<file path="src/rtl/rxd_pkg.sv">
package rxd_pkg;
  typedef enum logic [1:0] {
    PS_HUNT = 2'd0,
    PS_LEN  = 2'd1,
    PS_BODY = 2'd2
  } pstate_t;

  localparam logic [15:0] CRC_POLY_REFL = 16'h8408;
endpackage

</file>
<file path="src/rtl/rxd_parser.sv">
module rxd_parser
  import rxd_pkg::*;
#(
  parameter int DW      = 8,
  parameter int AW      = 7,
  parameter int MIN_LEN = 2,
  parameter int MAX_LEN = 127,
  parameter int PRE_MIN = 4,
  parameter logic [DW-1:0] SFD = 8'hA7
) (
  input  logic          clk,
  input  logic          rst,
  input  logic          in_valid,
  input  logic [DW-1:0] in_byte,
  output logic          start_o,
  output logic          hdr_ok_o,
  output logic          store_o,
  output logic          last_o,
  output logic [AW-1:0] addr_o,
  output logic [DW-1:0] len_o
);
  localparam int ZW = $clog2(PRE_MIN + 1);
  localparam logic [ZW-1:0] ZSAT   = ZW'(PRE_MIN);
  localparam logic [DW-1:0] LEN_LO = DW'(MIN_LEN);
  localparam logic [DW-1:0] LEN_HI = DW'(MAX_LEN);

  pstate_t       st;
  logic [ZW-1:0] zcnt;
  logic [DW-1:0] rem;
  logic          len_ok;

  always_comb begin
    len_ok   = (in_byte >= LEN_LO) && (in_byte <= LEN_HI);
    start_o  = in_valid && (st == PS_HUNT) && (in_byte == SFD) && (zcnt == ZSAT);
    hdr_ok_o = in_valid && (st == PS_LEN) && len_ok;
    store_o  = in_valid && (st == PS_BODY);
    last_o   = store_o && (rem == DW'(1));
  end

  always_ff @(posedge clk) begin
    if (rst) begin
      st     <= PS_HUNT;
      zcnt   <= '0;
      rem    <= '0;
      addr_o <= '0;
      len_o  <= '0;
    end else if (in_valid) begin
      case (st)
        PS_HUNT: begin
          if (start_o) begin
            st   <= PS_LEN;
            zcnt <= '0;
          end else if (in_byte == '0) begin
            zcnt <= (zcnt == ZSAT) ? zcnt : zcnt + ZW'(1);
          end else begin
            zcnt <= '0;
          end
        end
        PS_LEN: begin
          if (len_ok) begin
            st     <= PS_BODY;
            len_o  <= in_byte;
            rem    <= in_byte;
            addr_o <= '0;
          end else begin
            st <= PS_HUNT;
          end
        end
        PS_BODY: begin
          addr_o <= addr_o + AW'(1);
          rem    <= rem - DW'(1);
          if (rem == DW'(1)) st <= PS_HUNT;
        end
        default: st <= PS_HUNT;
      endcase
    end
  end
endmodule

</file>
<file path="src/rtl/rxd_crc16.sv">
module rxd_crc16
  import rxd_pkg::*;
#(
  parameter int DW = 8
) (
  input  logic          clk,
  input  logic          rst,
  input  logic          clr_i,
  input  logic          en_i,
  input  logic [DW-1:0] data_i,
  output logic [15:0]   next_o
);
  logic [15:0] crc_q;

  always_comb begin
    logic [15:0] r;
    r = crc_q;
    for (int i = 0; i < DW; i++) begin
      if (r[0] ^ data_i[i]) r = (r >> 1) ^ CRC_POLY_REFL;
      else                  r = r >> 1;
    end
    next_o = r;
  end

  always_ff @(posedge clk) begin
    if (rst || clr_i) crc_q <= '0;
    else if (en_i)    crc_q <= next_o;
  end
endmodule

</file>
<file path="src/rtl/rxd_lqi_avg.sv">
module rxd_lqi_avg #(
  parameter int EW  = 8,
  parameter int WIN = 1024
) (
  input  logic          clk,
  input  logic          rst,
  input  logic          start_i,
  input  logic [EW-1:0] energy_i,
  output logic [EW-1:0] lqi_o
);
  localparam int CW = $clog2(WIN);
  localparam int SW = EW + CW;
  localparam logic [CW-1:0] CNT_LAST = CW'(WIN - 1);

  logic [SW-1:0] acc;
  logic [SW-1:0] sum;
  logic [CW-1:0] cnt;
  logic          active;

  assign sum = acc + SW'(energy_i);

  always_ff @(posedge clk) begin
    if (rst) begin
      acc    <= '0;
      cnt    <= '0;
      active <= 1'b0;
      lqi_o  <= '0;
    end else if (start_i) begin
      acc    <= '0;
      cnt    <= '0;
      active <= 1'b1;
    end else if (active) begin
      acc <= sum;
      cnt <= cnt + CW'(1);
      if (cnt == CNT_LAST) begin
        lqi_o  <= sum[SW-1:CW];
        active <= 1'b0;
      end
    end
  end
endmodule

</file>
<file path="src/rtl/rxd_buffer.sv">
module rxd_buffer #(
  parameter int DW = 8,
  parameter int AW = 7
) (
  input  logic          clk,
  input  logic          we_i,
  input  logic [AW-1:0] wa_i,
  input  logic [DW-1:0] wd_i,
  input  logic [AW-1:0] ra_i,
  output logic [DW-1:0] rd_o
);
  localparam int DEPTH = 1 << AW;

  logic [DW-1:0] mem [DEPTH];

  always_ff @(posedge clk) begin
    if (we_i) mem[wa_i] <= wd_i;
  end

  always_ff @(posedge clk) begin
    rd_o <= mem[ra_i];
  end
endmodule

</file>
<file path="src/rtl/rx_deframer.sv">
module rx_deframer #(
  parameter int DW      = 8,
  parameter int AW      = 7,
  parameter int EW      = 8,
  parameter int MIN_LEN = 2,
  parameter int MAX_LEN = 127,
  parameter int PRE_MIN = 4,
  parameter int WIN     = 1024,
  parameter logic [DW-1:0] SFD = 8'hA7
) (
  input  logic          clk,
  input  logic          rst,
  input  logic          stream_mode,
  input  logic          in_valid,
  input  logic [DW-1:0] in_byte,
  input  logic [EW-1:0] energy,
  input  logic          host_ack,
  input  logic [AW-1:0] rd_addr,
  output logic [DW-1:0] rd_data,
  output logic          irq,
  output logic          frame_ok,
  output logic [DW-1:0] frame_len,
  output logic [EW-1:0] lqi,
  output logic [DW-1:0] word_out,
  output logic          overrun
);
  logic          start;
  logic          hdr_ok;
  logic          store;
  logic          last;
  logic [AW-1:0] waddr;
  logic [15:0]   crc_next;
  logic          pend;

  rxd_parser #(
    .DW(DW), .AW(AW), .MIN_LEN(MIN_LEN), .MAX_LEN(MAX_LEN),
    .PRE_MIN(PRE_MIN), .SFD(SFD)
  ) u_parser (
    .clk(clk), .rst(rst), .in_valid(in_valid), .in_byte(in_byte),
    .start_o(start), .hdr_ok_o(hdr_ok), .store_o(store), .last_o(last),
    .addr_o(waddr), .len_o(frame_len)
  );

  rxd_crc16 #(.DW(DW)) u_crc (
    .clk(clk), .rst(rst), .clr_i(hdr_ok), .en_i(store),
    .data_i(in_byte), .next_o(crc_next)
  );

  rxd_buffer #(.DW(DW), .AW(AW)) u_buf (
    .clk(clk), .we_i(store), .wa_i(waddr), .wd_i(in_byte),
    .ra_i(rd_addr), .rd_o(rd_data)
  );

  rxd_lqi_avg #(.EW(EW), .WIN(WIN)) u_lqi (
    .clk(clk), .rst(rst), .start_i(start), .energy_i(energy), .lqi_o(lqi)
  );

  always_ff @(posedge clk) begin
    if (rst) begin
      irq      <= 1'b0;
      frame_ok <= 1'b0;
      word_out <= '0;
      overrun  <= 1'b0;
      pend     <= 1'b0;
    end else begin
      irq <= 1'b0;
      if (store && stream_mode) begin
        word_out <= in_byte;
        irq      <= 1'b1;
        pend     <= 1'b1;
        if (pend && !host_ack) overrun <= 1'b1;
      end else if (host_ack || start) begin
        pend <= 1'b0;
      end
      if (last) begin
        frame_ok <= (crc_next == 16'h0000);
        if (!stream_mode) irq <= 1'b1;
      end
      if (start) overrun <= 1'b0;
    end
  end
endmodule

</file>
<file path="config.mk">
export PLATFORM = sky130hd
export DESIGN_NAME = rx_deframer
export DESIGN_NICKNAME = d
export VERILOG_FILES = /design/src/rtl/rxd_pkg.sv /design/src/rtl/rxd_parser.sv /design/src/rtl/rxd_crc16.sv /design/src/rtl/rxd_lqi_avg.sv /design/src/rtl/rxd_buffer.sv /design/src/rtl/rx_deframer.sv
export SDC_FILE = /design/constraint.sdc
export NUM_CORES = 1
export LEC_CHECK = 0
export BUFFER_PORTS_ARGS = -buffer_cell sky130_fd_sc_hd__buf_2
export CAP_MARGIN = 10
export CORE_MARGIN = 8
export CORE_UTILIZATION = 30
export DETAILED_ROUTE_END_ITERATION = 12
export PLACE_DENSITY = 0.49
export SYNTH_ARGS = -nofsm -noshare
export SYNTH_HDL_FRONTEND = slang
export SYNTH_HIERARCHICAL = 1
export SYNTH_SLANG_ARGS = --single-unit
export TNS_END_PERCENT = 10
</file>
<file path="constraint.sdc">
create_clock -name clk -period 3.7 [get_ports clk]
set_input_delay 0.925 -clock clk [delete_from_list [all_inputs] [get_ports clk]]
set_output_delay 0.925 -clock clk [all_outputs]
set_load 0.01 [all_outputs]
</file>
After elaboration in Yosys (flattened, before gate mapping):

Memories as Yosys holds them, arrays and structs flattened. A register that Yosys moved wholly into a read port is not among the register bits.
Index checks and enable logic that the tools add are counted.

* flip-flop bits (word level): 93
* memory bits (writable): 1024
* input bits: 28
* output and inout bits: 35
* word-level logic and storage cells: 104
* memories kept: 1

Memory list
* u_buf.mem: depth 128, width 8, rd ports 1, clocked after Yosys merged registers in 1, wr ports 1, line rxd_buffer.sv:14 `logic [DW-1:0] mem [DEPTH];`

* $add $sub $neg: 5
* magnitude comparators: 2
* equality and inequality tests: 10
* multiplexer cells: 29
* bitwise gates (word level): 17
* reduce and logical (&&, ||, !) cells: 25

Operators by type and width (count)
* 16-bit two-way mux: 8
* 2-bit NOT with 3-bit output: 8
* 18-bit by 8-bit adder with 18-bit output: 1
* 16-bit logical NOT: 1
* 8-bit case mux with 2 select lines: 1
* 3-bit AND reduction: 5
* 7-bit case mux with 2 select lines: 1
* 10-bit by 1-bit adder with 10-bit output (second input constant): 1
* 10-bit equality test (second input constant): 1
* 1-bit logical AND: 10
* 1-bit two-way mux: 10
* 3-bit two-way mux: 3
* 8-bit by 1-bit equality test with 1-bit output (second input constant): 1
* 8-bit equality test (second input constant): 1
* 8-bit by 2-bit greater-or-equal comparator with 1-bit output (second input constant): 1
* 8-bit by 7-bit less-or-equal comparator with 1-bit output (second input constant): 1
* 8-bit logical NOT: 1
* 8-bit two-way mux: 1
* 8-bit by 1-bit subtractor with 8-bit output (second input constant): 1
* 1-bit XOR: 8
* 7-bit by 1-bit adder with 7-bit output (second input constant): 1
* 7-bit two-way mux: 1
* 2-bit two-way mux: 3
* 2-bit case mux with 3 select lines: 1
* 14 further kinds: 17

Longest topological paths before layout:

* depth in word-level cells: 17
* depth in mapped cells: 10
* gate-level depth less buffers: 8

Hierarchy:

The synthesis kept the hierarchy.

Modules (own cells, without submodules)
* rxd_buffer: instances 1, cells an instance 1635, area an instance 39665.5 µm², sequential area each 30909.6 µm²
* rxd_lqi_avg: instances 1, cells an instance 242, area an instance 2060.7 µm², sequential area each 740.7 µm²
* rxd_parser: instances 1, cells an instance 181, area an instance 1501.4 µm², sequential area each 560.5 µm²
* rxd_crc16: instances 1, cells an instance 93, area an instance 1011.0 µm², sequential area each 320.3 µm²
* rx_deframer: instances 1, cells an instance 54, area an instance 451.7 µm², sequential area each 240.2 µm²

Least setup slack after synthesis:

Ideal clock, no wire load.

* path kind: input to register
* start point: input rd_addr[0]
* end point: register u_buf.rd_o[0] (read register of u_buf.mem)
* setup time: 121 ps
* data arrival time: 3308 ps
* required time: 3579 ps
* setup slack: 271 ps
* stages on the path: 6
* buffers on the path: 2
* cells stage by stage: clkbuf_1 buf_1 mux4_2 mux4_2 mux4_2 mux2_2

RTL lines
* from (decl): line rx_deframer.sv:18 `input logic [AW-1:0] rd_addr,`
* to (decl): line rxd_buffer.sv:10 `output logic [DW-1:0] rd_o`

Worst setup path after layout:

* start point: register u_parser.st[1]
* end point: memory u_buf.mem[12][0], enable pin

* word-level cells in the longest chain between the ends: 4

RTL lines
* from (decl): line rxd_parser.sv:27 `pstate_t st;`
* from (signal assigned): line rxd_parser.sv:42 `st <= PS_HUNT;`
* from (signal assigned): line rxd_parser.sv:51 `st <= PS_LEN;`
* from (signal assigned): line rxd_parser.sv:61 `st <= PS_BODY;`
* 2-bit equality test: line rxd_parser.sv:36 `store_o = in_valid && (st == PS_BODY);`
* 1-bit logical AND: line rxd_parser.sv:36
* named net store: line rx_deframer.sv:29 `logic store;`
* 1-bit two-way mux: line rxd_buffer.sv:17 `if (we_i) mem[wa_i] <= wd_i;`
* 1-bit two-way mux (not written as such): line rxd_buffer.sv:17
* to (decl): line rxd_buffer.sv:14

The timed path passes the listed nets, and every way through them passes these cells.

==> results by group <==
Run status
  – Status: complete, no violations

Drt
  – Drt first pass iters: 5
  – Vias: 22577
  – Metal-1 WL: 52100 µm
  – Drt via density: 4.97
  – Starting DRT DRC Count: 2078
  – DRC Markers: 0
  – WL met2: 57800 µm
  – Average routed wire per standard cell: 25.9 µm
  – Max layer used: met4
  – Final wirelength: 118000 µm
  – Post-route antenna net violation count: 0
  – Met3 WL post-DR: 5780 µm

Logic synthesis
  – Sequential area share after synthesis: 73.3%
  – #FFs+latches synth: 1125
  – Number of synthesized flops with an enable pin: 1024
  – Largest cells by area after synthesis: edfxtp_1 69%, mux4_2 17%, dfxtp_1 4.5%
  – Mapped Cells: 2205
  – Async SR Flop Fraction: 0%
  – Netlist Area Pre-Place: 44700 µm²
  – Mean post-synth cell area: 20.3 µm²
  – Fraction of post-synthesis cell area in the top cell type by area: 68.8%
  – Synth Flop Type: edfxtp_1
  – Distinct cells, synth: 74
  – Yosys top cell by area: edfxtp_1
  – Yosys warning count: 6
  – Synth Net Count: 2248

Power
  – Switching Fraction: 21.2%
  – Switch Pwr: 5.74 mW
  – Clock power share: 43.7%
  – Pleak: 16.9 nW
  – PD cells: 510 nW/µm²
  – Comb power frac: 5.0%
  – Seq pwr share: 51.4%
  – Worst VDD drop: 0.411 mV
  – Internal: 21.3 mW

Clocking
  – Root Buffer: clkbuf_16
  – Post-CTS Hold Fix Bufs: 0
  – CTS tree: built
  – Clk sinks: 1125
  – Max H-tree Level: 3
  – Clk pin slew, worst setup/hold paths: 0.06 ns
  – Clock Tree Buf Depth: 3
  – Post-CTS sizing: 0
  – Setup Fix Bufs, Post-CTS: 0
  – Clock buffer count from CTS: 117
  – Clk_lat worst skew: 0.74 ns

Worst setup path
  – CP cell instances: nor2b_1, buf_4, nand2_1, inv_1, nor2b_1, nand2_1, buf_4, nor2_1, buf_4
  – Required @ worst endpoint: 4.10 ns
  – Slowest stage delay, CP: 0.53 ns
  – Critical path class: register to register
  – CP Launch Type: register
  – Cell repeated most along the worst path: buf_4
  – Slowest cell on the critical path: nand2_1
  – Critical Path AT: 3.37 ns
  – Crit path capture type: register
  – Critical Path Fanout Max: 9

Floorplanning
  – # rows: 141
  – Num ports: 63
  – DIE WIDTH: 402 µm
  – Initial Util: 30.2%
  – DIE AREA: 162000 µm²
  – Core Area: 148000 µm²
  – Die height: 402 µm

STA
  – Hold slack: 0.452 ns
  – PnR worst setup slack: 0.736 ns
  – Maximum clock rate: 0.337 GHz
  – Final Cycle Share: 80.1%
  – Worst relative slew slack: 31.5%
  – Slew @ Worst Pin: 1.03 ns
  – Setup violators final: 0
  – RSZ-0062 raised after global routing: false
  – Setup TNS Final: 0 ns
  – Final slew viol count: 0
  – Fin crit period: 2.96 ns
  – Clock skew: 0.0338 ns
  – Hold Fails Final Rpt: 0

Final layout
  – Area grow syn2layout: 18.6%
  – Finished Core Util: 35.8%
  – Layout cells sized above 1: 32.3%
  – Fill cells: 13574
  – Fin nets: 2552
  – N_diodes: 0

Worst hold path
  – Hold WC Path Type: register to register

Place
  – Dpl ws: 0.0244 ns
  – DP HPWL: 78500 µm
  – RePlAce Congestion: 0.781
  – Port bufs: 62

Global route
  – GRT overflow: 0
  – Largest net degree at the start of global routing: 133
  – Vias in the first global route: 23839
  – Antenna violations before repair: 9
  – Total track usage: 14.4%
  – First-pass GRT wire length: 172000 µm

Run
  – Max-cap viol count: 0
==> Yosys cell counts, types with 6 or more instances <==
cell type	number
inv_1	29
mux2_2	8
nand4_1	14
buf_2	21
nand3_1	35
o21ai_1	6
mux2i_1	8
nor2_1	174
or3_1	9
o21ai_0	13
xnor2_1	17
buf_1	21
and3_1	6
ha_1	14
nand3b_1	9
edfxtp_1	1024
nor2b_1	9
nor4_1	9
nor3_1	26
a211oi_1	11
xor2_1	9
a21oi_1	43
xnor3_1	8
buf_4	13
nand2b_1	7
mux4_2	336
dfxtp_1	101
clkbuf_1	55
nand2_1	73
==> final timing paths <==
check	cells after the start	start	slack, ns	end
setup / recovery	9	u_parser/st[1]$_SDFFE_PP0P_	0.74	u_buf/mem[12][0]$_DFFE_PP_
hold / removal	2	word_out[6]$_SDFFE_PP0P_	0.45	word_out[6]$_SDFFE_PP0P_
setup reg to reg	9	u_parser/st[1]$_SDFFE_PP0P_	0.74	u_buf/mem[12][0]$_DFFE_PP_
hold reg to reg	2	word_out[6]$_SDFFE_PP0P_	0.45	word_out[6]$_SDFFE_PP0P_
==> layer usage <==
layer | vias to the layer above | track usage (%)
li1 | 9711 | -
met1 | 12173 | 19.9
met2 | 558 | 23.9
met3 | 135 | 2.55
met4 | 0 | 3.24
met5 | - | 0
==> power groups by stage <==
stage / combinational, mW / clock, mW / sequential [mW]
floorplan: 0.672 / 0 / 14.1
global placement: 1.37 / 0 / 14.2
detailed placement: 1.39 / 0 / 14.2
CTS: 1.39 / 12.1 / 13.9
global route: 1.44 / 12.6 / 13.9
finish: 1.35 / 11.8 / 13.9
==> state kept, by name (all words and copies together), names as in the netlist <==
| name | flops |
|---|---|
| u_lqi/cnt | 10 |
| u_buf/mem | 1024 |
| u_parser/zcnt | 3 |
| u_lqi/active | 1 |
| irq | 1 |
| frame_ok | 1 |
| overrun | 1 |
| pend | 1 |
| u_parser/rem | 8 |
| u_buf/rd_o | 8 |
| word_out | 8 |
| u_parser/st | 2 |
| u_lqi/lqi_o | 8 |
| u_parser/len_o | 8 |
| u_parser/addr_o | 7 |
| u_lqi/acc | 18 |
| u_crc/crc_q | 16 |
==> cell families (layout without fill, tap and decap cells) <==
| logic type | count (synthesis) | in the layout | share of synthesized area [%] |
|---|---|---|---|
| xor+xnor | 42 | 42 | 1.28 |
| compound gates | 120 | 120 | 1.81 |
| mux | 355 | 355 | 17.4 |
| simple gates | 402 | 402 | 4.27 |
| buf+inv | 146 | 553 | 1.48 |
| flops | 1125 | 1125 | 73.3 |
| fa+ha+maj | 15 | 15 | 0.437 |
==> cells in the final DEF (no fill, tap or decap), types with 17 or more instances in the layout <==
cell type,Yosys,final
a21oi_1,43,43
buf_12,0,33
buf_2,21,51
buf_4,13,214
clkbuf_1,55,20
clkbuf_16,0,118
clkinv_1,0,29
clkinv_2,0,19
dfxtp_1,101,101
edfxtp_1,1024,1024
inv_1,29,29
mux4_2,336,336
nand2_1,73,73
nand3_1,35,35
nor2_1,174,174
nor3_1,26,26
xnor2_1,17,17
==> through the flow <==
step           instance area (µm²)  power [mW]  std cells
2_1_floorplan                44700        14.8       2205
3_3_place_gp                 49100        15.5       4320
3_5_place_dp                 49100        15.5       4320
4_1_cts                      53000        27.4       4542
5_1_grt                      53000        27.9       4542
6_report                     53000        27.0       4542
==> cell type report <==
type | instances | area, µm² | area share [%]
Clock inverter | 77 | 774 | 1.46
Sequential cell | 1125 | 32800 | 61.8
Inverter | 31 | 116 | 0.220
Tap cell | 1930 | 2410 | 4.56
Clock buffer | 145 | 3100 | 5.85
Multi-Input combinational cell | 934 | 11300 | 21.3
Timing Repair Buffer | 300 | 2550 | 4.82
==> critical path, delay by kind of cell (launching register included) <==
kind | cells | cell delay [ns]
flops | 1 | 0.43
simple gates | 5 | 1.29
buf+inv | 4 | 0.91
No activity file was read; power rests on OpenSTA's default activity.
